--- config.mk ---
export PLATFORM = sky130hd
export DESIGN_NAME = ir_rle_encoder
export DESIGN_NICKNAME = d
export VERILOG_FILES = /design/src/rtl/ir_rle_pkg.sv /design/src/rtl/ir_rle_sync.sv /design/src/rtl/ir_rle_tick.sv /design/src/rtl/ir_rle_filter.sv /design/src/rtl/ir_rle_core.sv /design/src/rtl/ir_rle_encoder.sv
export SDC_FILE = /design/constraint.sdc
export NUM_CORES = 1
export LEC_CHECK = 0
export ABC_AREA = 1
export BUFFER_PORTS_ARGS = -buffer_cell sky130_fd_sc_hd__buf_4
export CAP_MARGIN = 20
export CORE_MARGIN = 10
export CORE_UTILIZATION = 40
export DETAILED_ROUTE_END_ITERATION = 8
export GPL_TIMING_DRIVEN = 0
export SETUP_SLACK_MARGIN = 0.1
export SKIP_LAST_GASP = 1
export SYNTH_ARGS = -nofsm -noshare
export SYNTH_HDL_FRONTEND = slang
export SYNTH_SLANG_ARGS = --single-unit
--- constraint.sdc ---
create_clock -name clk -period 2.1 [get_ports clk]
set_clock_uncertainty 0.2 [all_clocks]
set_input_delay 0.21 -clock clk [delete_from_list [all_inputs] [get_ports clk]]
set_output_delay 0.21 -clock clk [all_outputs]
set_load 0.02 [all_outputs]
--- src/rtl/ir_rle_pkg.sv ---
// Shared constants and types for the infrared run-length encoder.
package ir_rle_pkg;
    localparam logic [1:0] MODE_IR_RX = 2'b11;  // mode value that enables encoding
    localparam int         LEN_W      = 7;      // run length field width
    typedef struct packed {
        logic             pulse;  // run level, 1 = pulse
        logic [LEN_W-1:0] len;    // samples minus one
    } rle_code_t;
endpackage

--- src/rtl/ir_rle_sync.sv ---
// Two-flop synchronizer for the asynchronous line, followed by optional
// inversion. Assumes invert is static while the block is in use.
module ir_rle_sync (
    input  logic clk,
    input  logic rst_n,
    input  logic line_in,
    input  logic invert,
    output logic level
);
    logic meta_q, sync_q;

    // Bring the line into the clock domain.
    always_ff @(posedge clk) begin
        if (!rst_n) begin
            meta_q <= 1'b0;
            sync_q <= 1'b0;
        end else begin
            meta_q <= line_in;
            sync_q <= meta_q;
        end
    end

    // Apply the configured polarity.
    always_comb level = sync_q ^ invert;
endmodule

--- src/rtl/ir_rle_tick.sv ---
// Prescaler producing a one-clock sample tick every PRESCALE clocks while
// enabled. Phase restarts when the enable is low. Assumes PRESCALE >= 2.
module ir_rle_tick #(
    parameter int PRESCALE = 64
) (
    input  logic clk,
    input  logic rst_n,
    input  logic en,
    output logic tick
);
    localparam int CW = (PRESCALE > 2) ? $clog2(PRESCALE) : 1;
    localparam logic [CW-1:0] LAST = CW'(PRESCALE - 1);

    logic [CW-1:0] cnt_q;

    // Count clocks within one sample period.
    always_ff @(posedge clk) begin
        if (!rst_n || !en) cnt_q <= '0;
        else if (cnt_q == LAST) cnt_q <= '0;
        else cnt_q <= cnt_q + 1'b1;
    end

    // Tick on the last clock of each period.
    always_comb tick = en && (cnt_q == LAST);

    generate
        if (PRESCALE > 1) begin : g_spacing

            tick_spacing_chk: assert property (@(posedge clk) disable iff (!rst_n)
                tick |=> !tick);
        end
    endgenerate
endmodule

--- src/rtl/ir_rle_filter.sv ---
// Glitch filter: the filtered level follows the raw level only after the
// raw level has differed for more than thr consecutive samples. Cleared to
// the inactive level while disabled. Assumes thr is static while enabled.
module ir_rle_filter #(
    parameter int NOISE_W = 6
) (
    input  logic               clk,
    input  logic               rst_n,
    input  logic               en,
    input  logic               tick,
    input  logic               raw,
    input  logic [NOISE_W-1:0] thr,
    output logic               level
);
    logic [NOISE_W-1:0] diff_q;
    logic [NOISE_W:0]   diff_next;

    always_comb diff_next = {1'b0, diff_q} + 1'b1;

    // Count differing samples and accept the change past the threshold.
    always_ff @(posedge clk) begin
        if (!rst_n || !en) begin
            level  <= 1'b0;
            diff_q <= '0;
        end else if (tick) begin
            if (raw == level) begin
                diff_q <= '0;
            end else if (diff_next > {1'b0, thr}) begin
                level  <= raw;
                diff_q <= '0;
            end else begin
                diff_q <= diff_next[NOISE_W-1:0];
            end
        end
    end


    filt_hold_chk: assert property (@(posedge clk) disable iff (!rst_n)
        (en && !tick) |=> $stable(level));
endmodule

--- src/rtl/ir_rle_core.sv ---
// Run-length core: measures runs of the filtered level on each tick, splits
// runs at 128 samples, detects idle and emits one registered code per run.
// Assumes idle_thr is static while run_en is high.
module ir_rle_core
    import ir_rle_pkg::*;
#(
    parameter int IDLE_W = 8
) (
    input  logic              clk,
    input  logic              rst_n,
    input  logic              run_en,
    input  logic              tick,
    input  logic              lvl,
    input  logic [IDLE_W-1:0] idle_thr,
    output rle_code_t         code,
    output logic              code_valid,
    output logic              packet_end
);
    localparam logic [LEN_W-1:0] LEN_MAX = '1;

    logic              busy_q, run_lvl_q;
    logic [LEN_W-1:0]  run_len_q;
    logic [IDLE_W-1:0] idle_q;
    logic [IDLE_W:0]   idle_next;
    logic              idle_hit;

    always_comb begin
        idle_next = {1'b0, idle_q} + 1'b1;
        idle_hit  = idle_next >= {1'b0, idle_thr};
    end

    // Track runs per sample and register the code outputs.
    always_ff @(posedge clk) begin
        if (!rst_n || !run_en) begin
            busy_q     <= 1'b0;
            run_lvl_q  <= 1'b0;
            run_len_q  <= '0;
            idle_q     <= '0;
            code       <= '0;
            code_valid <= 1'b0;
            packet_end <= 1'b0;
        end else begin
            code_valid <= 1'b0;
            packet_end <= 1'b0;
            if (tick) begin
                if (!busy_q) begin
                    if (lvl) begin
                        busy_q    <= 1'b1;
                        run_lvl_q <= 1'b1;
                        run_len_q <= '0;
                        idle_q    <= '0;
                    end
                end else if (lvl != run_lvl_q) begin
                    code       <= '{pulse: run_lvl_q, len: run_len_q};
                    code_valid <= 1'b1;
                    run_lvl_q  <= lvl;
                    run_len_q  <= '0;
                    idle_q     <= lvl ? '0 : IDLE_W'(1);
                end else if (!lvl && idle_hit) begin
                    code       <= '{pulse: 1'b0, len: run_len_q};
                    code_valid <= 1'b1;
                    packet_end <= 1'b1;
                    busy_q     <= 1'b0;
                    run_len_q  <= '0;
                    idle_q     <= '0;
                end else if (run_len_q == LEN_MAX) begin
                    code       <= '{pulse: run_lvl_q, len: LEN_MAX};
                    code_valid <= 1'b1;
                    run_len_q  <= '0;
                    idle_q     <= lvl ? '0 : idle_next[IDLE_W-1:0];
                end else begin
                    run_len_q  <= run_len_q + 1'b1;
                    idle_q     <= lvl ? '0 : idle_next[IDLE_W-1:0];
                end
            end
        end
    end


    end_with_code_chk: assert property (@(posedge clk) disable iff (!rst_n)
        packet_end |-> (code_valid && !code.pulse));

    quiet_after_end_chk: assert property (@(posedge clk) disable iff (!rst_n)
        (code_valid && !busy_q) |-> packet_end);

    gated_off_chk: assert property (@(posedge clk) disable iff (!rst_n)
        !run_en |=> !code_valid);
endmodule

--- src/rtl/ir_rle_encoder.sv ---
// Top level: synchronizer, prescaler, glitch filter and run-length core.
// Codes are offered for one clock; a code offered while code_ready is low
// is lost and flagged on overflow. Configuration inputs must be static
// while the block is enabled.
module ir_rle_encoder
    import ir_rle_pkg::*;
#(
    parameter int PRESCALE = 64,
    parameter int NOISE_W  = 6,
    parameter int IDLE_W   = 8
) (
    input  logic               clk,
    input  logic               rst_n,
    input  logic               ir_in,
    input  logic               glob_en,
    input  logic               rx_en,
    input  logic [1:0]         mode,
    input  logic               invert,
    input  logic [NOISE_W-1:0] noise_thr,
    input  logic [IDLE_W-1:0]  idle_thr,
    input  logic               code_ready,
    output logic [7:0]         code_data,
    output logic               code_valid,
    output logic               packet_end,
    output logic               overflow
);
    logic      run_en, sync_lvl, tick, filt_lvl;
    rle_code_t code;

    // Encoding runs only in the receive mode with both enables set.
    always_comb run_en = glob_en && rx_en && (mode == MODE_IR_RX);

    ir_rle_sync u_sync (
        .clk(clk), .rst_n(rst_n), .line_in(ir_in), .invert(invert), .level(sync_lvl)
    );

    ir_rle_tick #(.PRESCALE(PRESCALE)) u_tick (
        .clk(clk), .rst_n(rst_n), .en(run_en), .tick(tick)
    );

    ir_rle_filter #(.NOISE_W(NOISE_W)) u_filter (
        .clk(clk), .rst_n(rst_n), .en(run_en), .tick(tick),
        .raw(sync_lvl), .thr(noise_thr), .level(filt_lvl)
    );

    ir_rle_core #(.IDLE_W(IDLE_W)) u_core (
        .clk(clk), .rst_n(rst_n), .run_en(run_en), .tick(tick), .lvl(filt_lvl),
        .idle_thr(idle_thr), .code(code), .code_valid(code_valid),
        .packet_end(packet_end)
    );

    // Present the code and flag a code that cannot be taken.
    always_comb begin
        code_data = code;
        overflow  = code_valid && !code_ready;
    end
endmodule

======== Yosys cells after proc, flatten, opt, wreduce, memory -nomap -nowiden ========
Cells that the tools add are included.
operators by class
  reductions and logical operators ........ 19
  bitwise gates (word level) .............. 4
  $add $sub $neg .......................... 4
  order comparisons ....................... 2
  equality and inequality tests ........... 6
  multiplexer cells ....................... 27
operators with widths
  cell                 count
  $mux 8               8
  $mux 7               5
  $mux 1               12
  $mux 6               2
  $add 8x1->9 const B  1
  $ge 9x8->1           1
  $reduce_and 3->1     3
  $add 6x1->7 const B  1
  $add 7x1->7 const B  1
  $eq 7x7->1 const B   1
  $gt 7x6->1           1
  $add 6x1->6 const B  1
  $eq 6x6->1 const B   1
  $logic_and 1x1->1    5
  $logic_not 1->1      4
  $reduce_or 4->1      1
  $not 1->1            3
  $reduce_bool 3->1    1
  $reduce_or 3->1      1
  $eq 2x2->1 const B   1
  $ne 2x2->1 const B   1
  $reduce_and 2->1     1
  $reduce_bool 2->1    1
  $reduce_or 2->1      1
  4 further kinds      4
word-level totals
  register bits ........................... 42
  output and inout bits ................... 11
  word-level logic and storage cells ...... 75

======== Depth between registers and ports, before layout ========
  word-level depth ........................ 6
  depth in mapped cells ................... 17

======== Hierarchy ========
A second synthesis with hierarchy kept.
unflattened totals
  cells, all modules ...................... 355
  area, all modules ....................... 2497.4 um2
modules (own cells, without submodules)
  module          instances  cells each  area each (um2)
  ir_rle_core     1          209         1495.2
  ir_rle_filter   1          98          634.4
  ir_rle_tick     1          32          275.3
  ir_rle_sync     1          11          73.8
  ir_rle_encoder  1          5           18.8

======== Worst setup path before layout ========
Ideal clock, no wire load.
  path kind ............................... flip-flop to flip-flop
  start ................................... register u_core.idle_q[0]
  end ..................................... register, netlist name u_core.code[7]
  stages on the path, launching flop included .. 14
  data required time ...................... 1.785 ns
  library setup time ...................... 0.115 ns
  arrival time ............................ 2.013 ns
  slack ................................... -0.228 ns
  path through ............................ dfxtp_1 -> ha_1 -> nand3_1 -> nor2_1 -> xor2_1 -> ha_1 -> a21oi_1 -> nand2_1 -> nand2_1 -> nand3_2 -> nand2_4 -> nand2_4 -> a21oi_1 -> nor2_1
on the way
  word-level cells in the longest chain between the ends .. 5
  elaborated cells between the ends (all ways) .. 7
  those cells by class .................... 1 x add/sub; 1 x order compare; 2 x mux; 3 x reduce/logical
RTL lines
  element                                                       line               text
  from (decl)                                                   ir_rle_core.sv:23  logic [IDLE_W-1:0] idle_q;
  from (signal assigned)                                        ir_rle_core.sv:58  idle_q <= lvl ? '0 : IDLE_W'(1);
  from (signal assigned)                                        ir_rle_core.sv:70  idle_q <= lvl ? '0 : idle_next[IDLE_W-1:0];
  from (signal assigned)                                        ir_rle_core.sv:73  idle_q <= lvl ? '0 : idle_next[IDLE_W-1:0];
  $add 8x1->9 (*)                                               ir_rle_core.sv:28  idle_next = {1'b0, idle_q} + 1'b1;
  $ge 9x8->1 (*)                                                ir_rle_core.sv:29  idle_hit = idle_next >= {1'b0, idle_thr};
  $logic_and 1x1->1 (*)                                         ir_rle_core.sv:59  end else if (!lvl && idle_hit) begin
  $reduce_bool 3->1 (no line) / $mux 8 (equally long branches)  -
  $reduce_and 3->1 (no line) / $mux 8 (equally long branches)   -
Mark *: on every way between the ends. The rest lies on a longest branch, timed or not.
A chain may end at the register's enable or synchronous reset.

======== Worst setup path after layout ========
  start ................................... register u_core.idle_q[1]
  end ..................................... register u_core.idle_q[0]
on the way
  word-level cells in the longest chain between the ends .. 6
RTL lines
  element            line               text
  $add 8x1->9        ir_rle_core.sv:28
  $ge 9x8->1         ir_rle_core.sv:29
  $logic_and 1x1->1  ir_rle_core.sv:59
  $mux 8             ir_rle_core.sv:59
  $mux 8             ir_rle_core.sv:53  end else if (lvl != run_lvl_q) begin
  $mux 8             ir_rle_core.sv:46  if (!busy_q) begin
No other way between the ends.

==> flow_summary.yaml <==
worst_setup_path:
  slowest_stage: "dfxtp_4"
  arrival_ps: 2400
  crit_chain: "ha_4 > nand3_4 > xnor2_2 > ha_1 > nand2_1 > nor2_1 > nand2_1 > nand3_1 > nand2_1 > nand2_1 > nand2_2 > nand2_4 > buf_4 > o21ai_1 > nand3_1 > a21oi_1"
  crit_path_end_kind: "flop"
  critPathLaunchType: "flop"
  slowest_delay_ps: 370
  path_common_cell: "nand2_1"
  crit_type: "flop to flop"
  cp.required_ps: 2120
  critPathMaxFanout: 4
yosys:
  syn_avg_cell_area_um2: 7.468
  synth.distinct_cells: 33
  synth-seq-cells: 42
  synth_cells: 320
  syn-cell-area_um2: 2390
  seq_area_frac_synth: 0.3518
  ys.flop_type: "dfxtp_1"
  synth_fp_nets: 361
  synth_top_area_cell: "dfxtp_1"
  synth_edf_count: 0
  synthArstFlopShare: 0
  synth_area_leaders: "dfxtp_1 35%, nand2_1 9.7%, ha_1 9.4%, inv_1 8.0%, a21oi_1 7.7%"
  netlist.area_leader.share: 0.3518
  ys.warnings.count: 0
clocking:
  cts_tree: "done"
  root_buffer: "clkbuf_8"
  cts.sinks: 42
  cts_made_buffers: 5
  h-tree-depth: 2
  cts_max_path_buffers: 2
  clk_pin_slew_worst_paths_ps: 80
  clock_latency_ps: 300
routing:
  wl_per_cell_um: 11.71
  routed-wl-met2_um: 2395
  first_iter_violations: 66
  drc_errors: 0
  dr.pass1.iters: 4
  wl_um: 5281
  highest_layer: "met4"
  wl_met1_um: 2523
  routed_via_density: 4.741
  drtAntennaViolNets: 0
  vias: 2138
  dr_wl_met3_um: 298
sta:
  finalHoldViolCount: 0
  relSlewSlack: 0.5095
  whs_ps: 144.3
  post-route-min-period_ps: 2379
  final.setup.tns_ps: -6593
  max_freq_ghz: 0.4204
  report.final.slew_viol_count: 0
  period_share: 1.133
  rsz0062_at_grt: "yes"
  tightest_slew_ps: 735.7
  finalSetupViolCount: 33
  setup_slack_ps: -278.9
finish:
  final_util: 0.5483
  n_antenna_cell: 0
  fin_area_um2: 3208
  drive_above_1_share: 0.3085
  syn2layout_area_growth_pct: 34.24
  fin_nets: 416
  stdcell_count: 451
place:
  place.gp.congestion: 0.8282
  dp_slack_ps: -354.9
  port_buffers: 33
  placed_cell_area_um2: 2824
  placed_cells: 428
  dp_hpwl_um: 3892
power_and_ir_drop:
  powerDensity_nw_per_um2: 463.1
  total_power_mw: 1.486
  irDropWorstVdd_v: 0.0003105
  leakage_nw: 1.336
global_route:
  gr-total-overflow: 0
  grt_antenna_before_repair: 0
  grt_pass1_vias: 2068
  grt_max_degree: 13
  grt.total_usage: 0.1143
  grt_pass1_wl_um: 9321
outcome:
  status: "finished, violations left"
  violations: "setup timing"
floorplanning:
  rows: 28
  start_util: 0.4085
  die_area_um2: 9466
  die_h_um: 97.30
  fp.dieW_um: 97.30
  core_area_um2: 5851
  pin_count: 34
hold_path:
  min_path_type: "primary input to flop"
job:
  drv_cap: 0
[registers in the layout (all words and copies together), names as in the netlist]
register	count
u_core.idle_q	8
u_core.code_valid	1
u_core.packet_end	1
u_core.run_len_q	7
u_sync.meta_q	1
u_core.code	8
u_core.run_lvl_q	1
u_tick.cnt_q	6
u_filter.level	1
u_core.busy_q	1
u_filter.diff_q	6
u_sync.sync_q	1
[critical path: cells and delay by family (launching register included)]
family | cells | cell delay, ps
xor gates and xnor gates | 1 | 150
adders and majority gates | 2 | 440
and+or+nand+nor | 10 | 740
buffers and inverters | 1 | 150
AOI/OAI and AO/OA | 2 | 230
DFF | 1 | 370
[per-layer routing]
layer  GRT usage  up-vias
met1      0.1393      942
met5           0        -
met4     0.03356        0
li1            -     1154
met3     0.04125        5
met2      0.1836       37
[synthesized netlist by cell type, drive strengths merged, types with 2 or more instances]
cell / count
a31oi: 2
xnor2: 3
nand4: 14
nor3: 4
inv: 52
nand2: 67
ha: 18
buf: 3
clkbuf: 2
xor2: 14
a21oi: 37
nand3: 27
dfxtp: 42
nor2: 22
o21ai: 6
[cell type report]
cell class                 instances  area, µm²
fill                             555       2643
multi-input combinational        220       1529
sequential                        42      863.3
timing repair buffer              48      375.4
inverter                          53      203.9
clock buffer                       8      110.1
tap                               75      93.84
buffer                             5      32.53
[final timing paths]
check | startpoint | end | slack (ps) | cells after the start
setup / recovery | u_core.idle_q[1] | u_core.idle_q[0] | -280 | 16
hold / removal | invert | u_filter.level | 140 | 5
setup reg to reg | u_core.idle_q[1] | u_core.idle_q[0] | -280 | 16
hold reg to reg | u_sync.meta_q | u_sync.sync_q | 210 | 2
[logic make-up after synthesis]
group,Yosys count,share of synthesized area
simple gates,138,0.2906
buf+inv,58,0.09895
compound gates,47,0.1021
flops,42,0.3518
fa+ha+maj,18,0.09424
xor+xnor,17,0.06231
[repair_timing]
action / 4_1_cts / 5_1_grt
pin swaps: 14 / 11
setup buffers: 10 / 3
resized for setup: 23 / 18
hold buffers: 3 / 0
hold endpoints to repair: 2 / 0
endpoints found under the setup margin: 33 / 33
[where the power goes]
group,internal [mW],switching (mW)
registers,0.790,0.000913
clock network,0.332,0.283
logic,0.0458,0.0339
total,1.17,0.318
[cells in the final DEF, fill, tap and decap left out, types with 3 or more instances in the layout]
cell type	synthesis	layout
nand2_4	4	5
ha_1	18	16
nand3_4	1	3
nand4_1	14	14
buf_4	0	43
nor2_1	18	15
nand3_1	25	20
a21oi_1	37	21
nor2_2	2	3
nor2_4	1	3
clkbuf_8	0	8
xor2_1	14	13
dfxtp_1	42	36
dfxtp_4	0	6
nand2_1	62	56
inv_1	51	50
o21ai_0	5	3
a21oi_2	0	16
nand3_2	1	4
dlygate4sd3_1	0	3
nand2_2	1	5
Note: power is estimated with default switching activity, not from simulation.
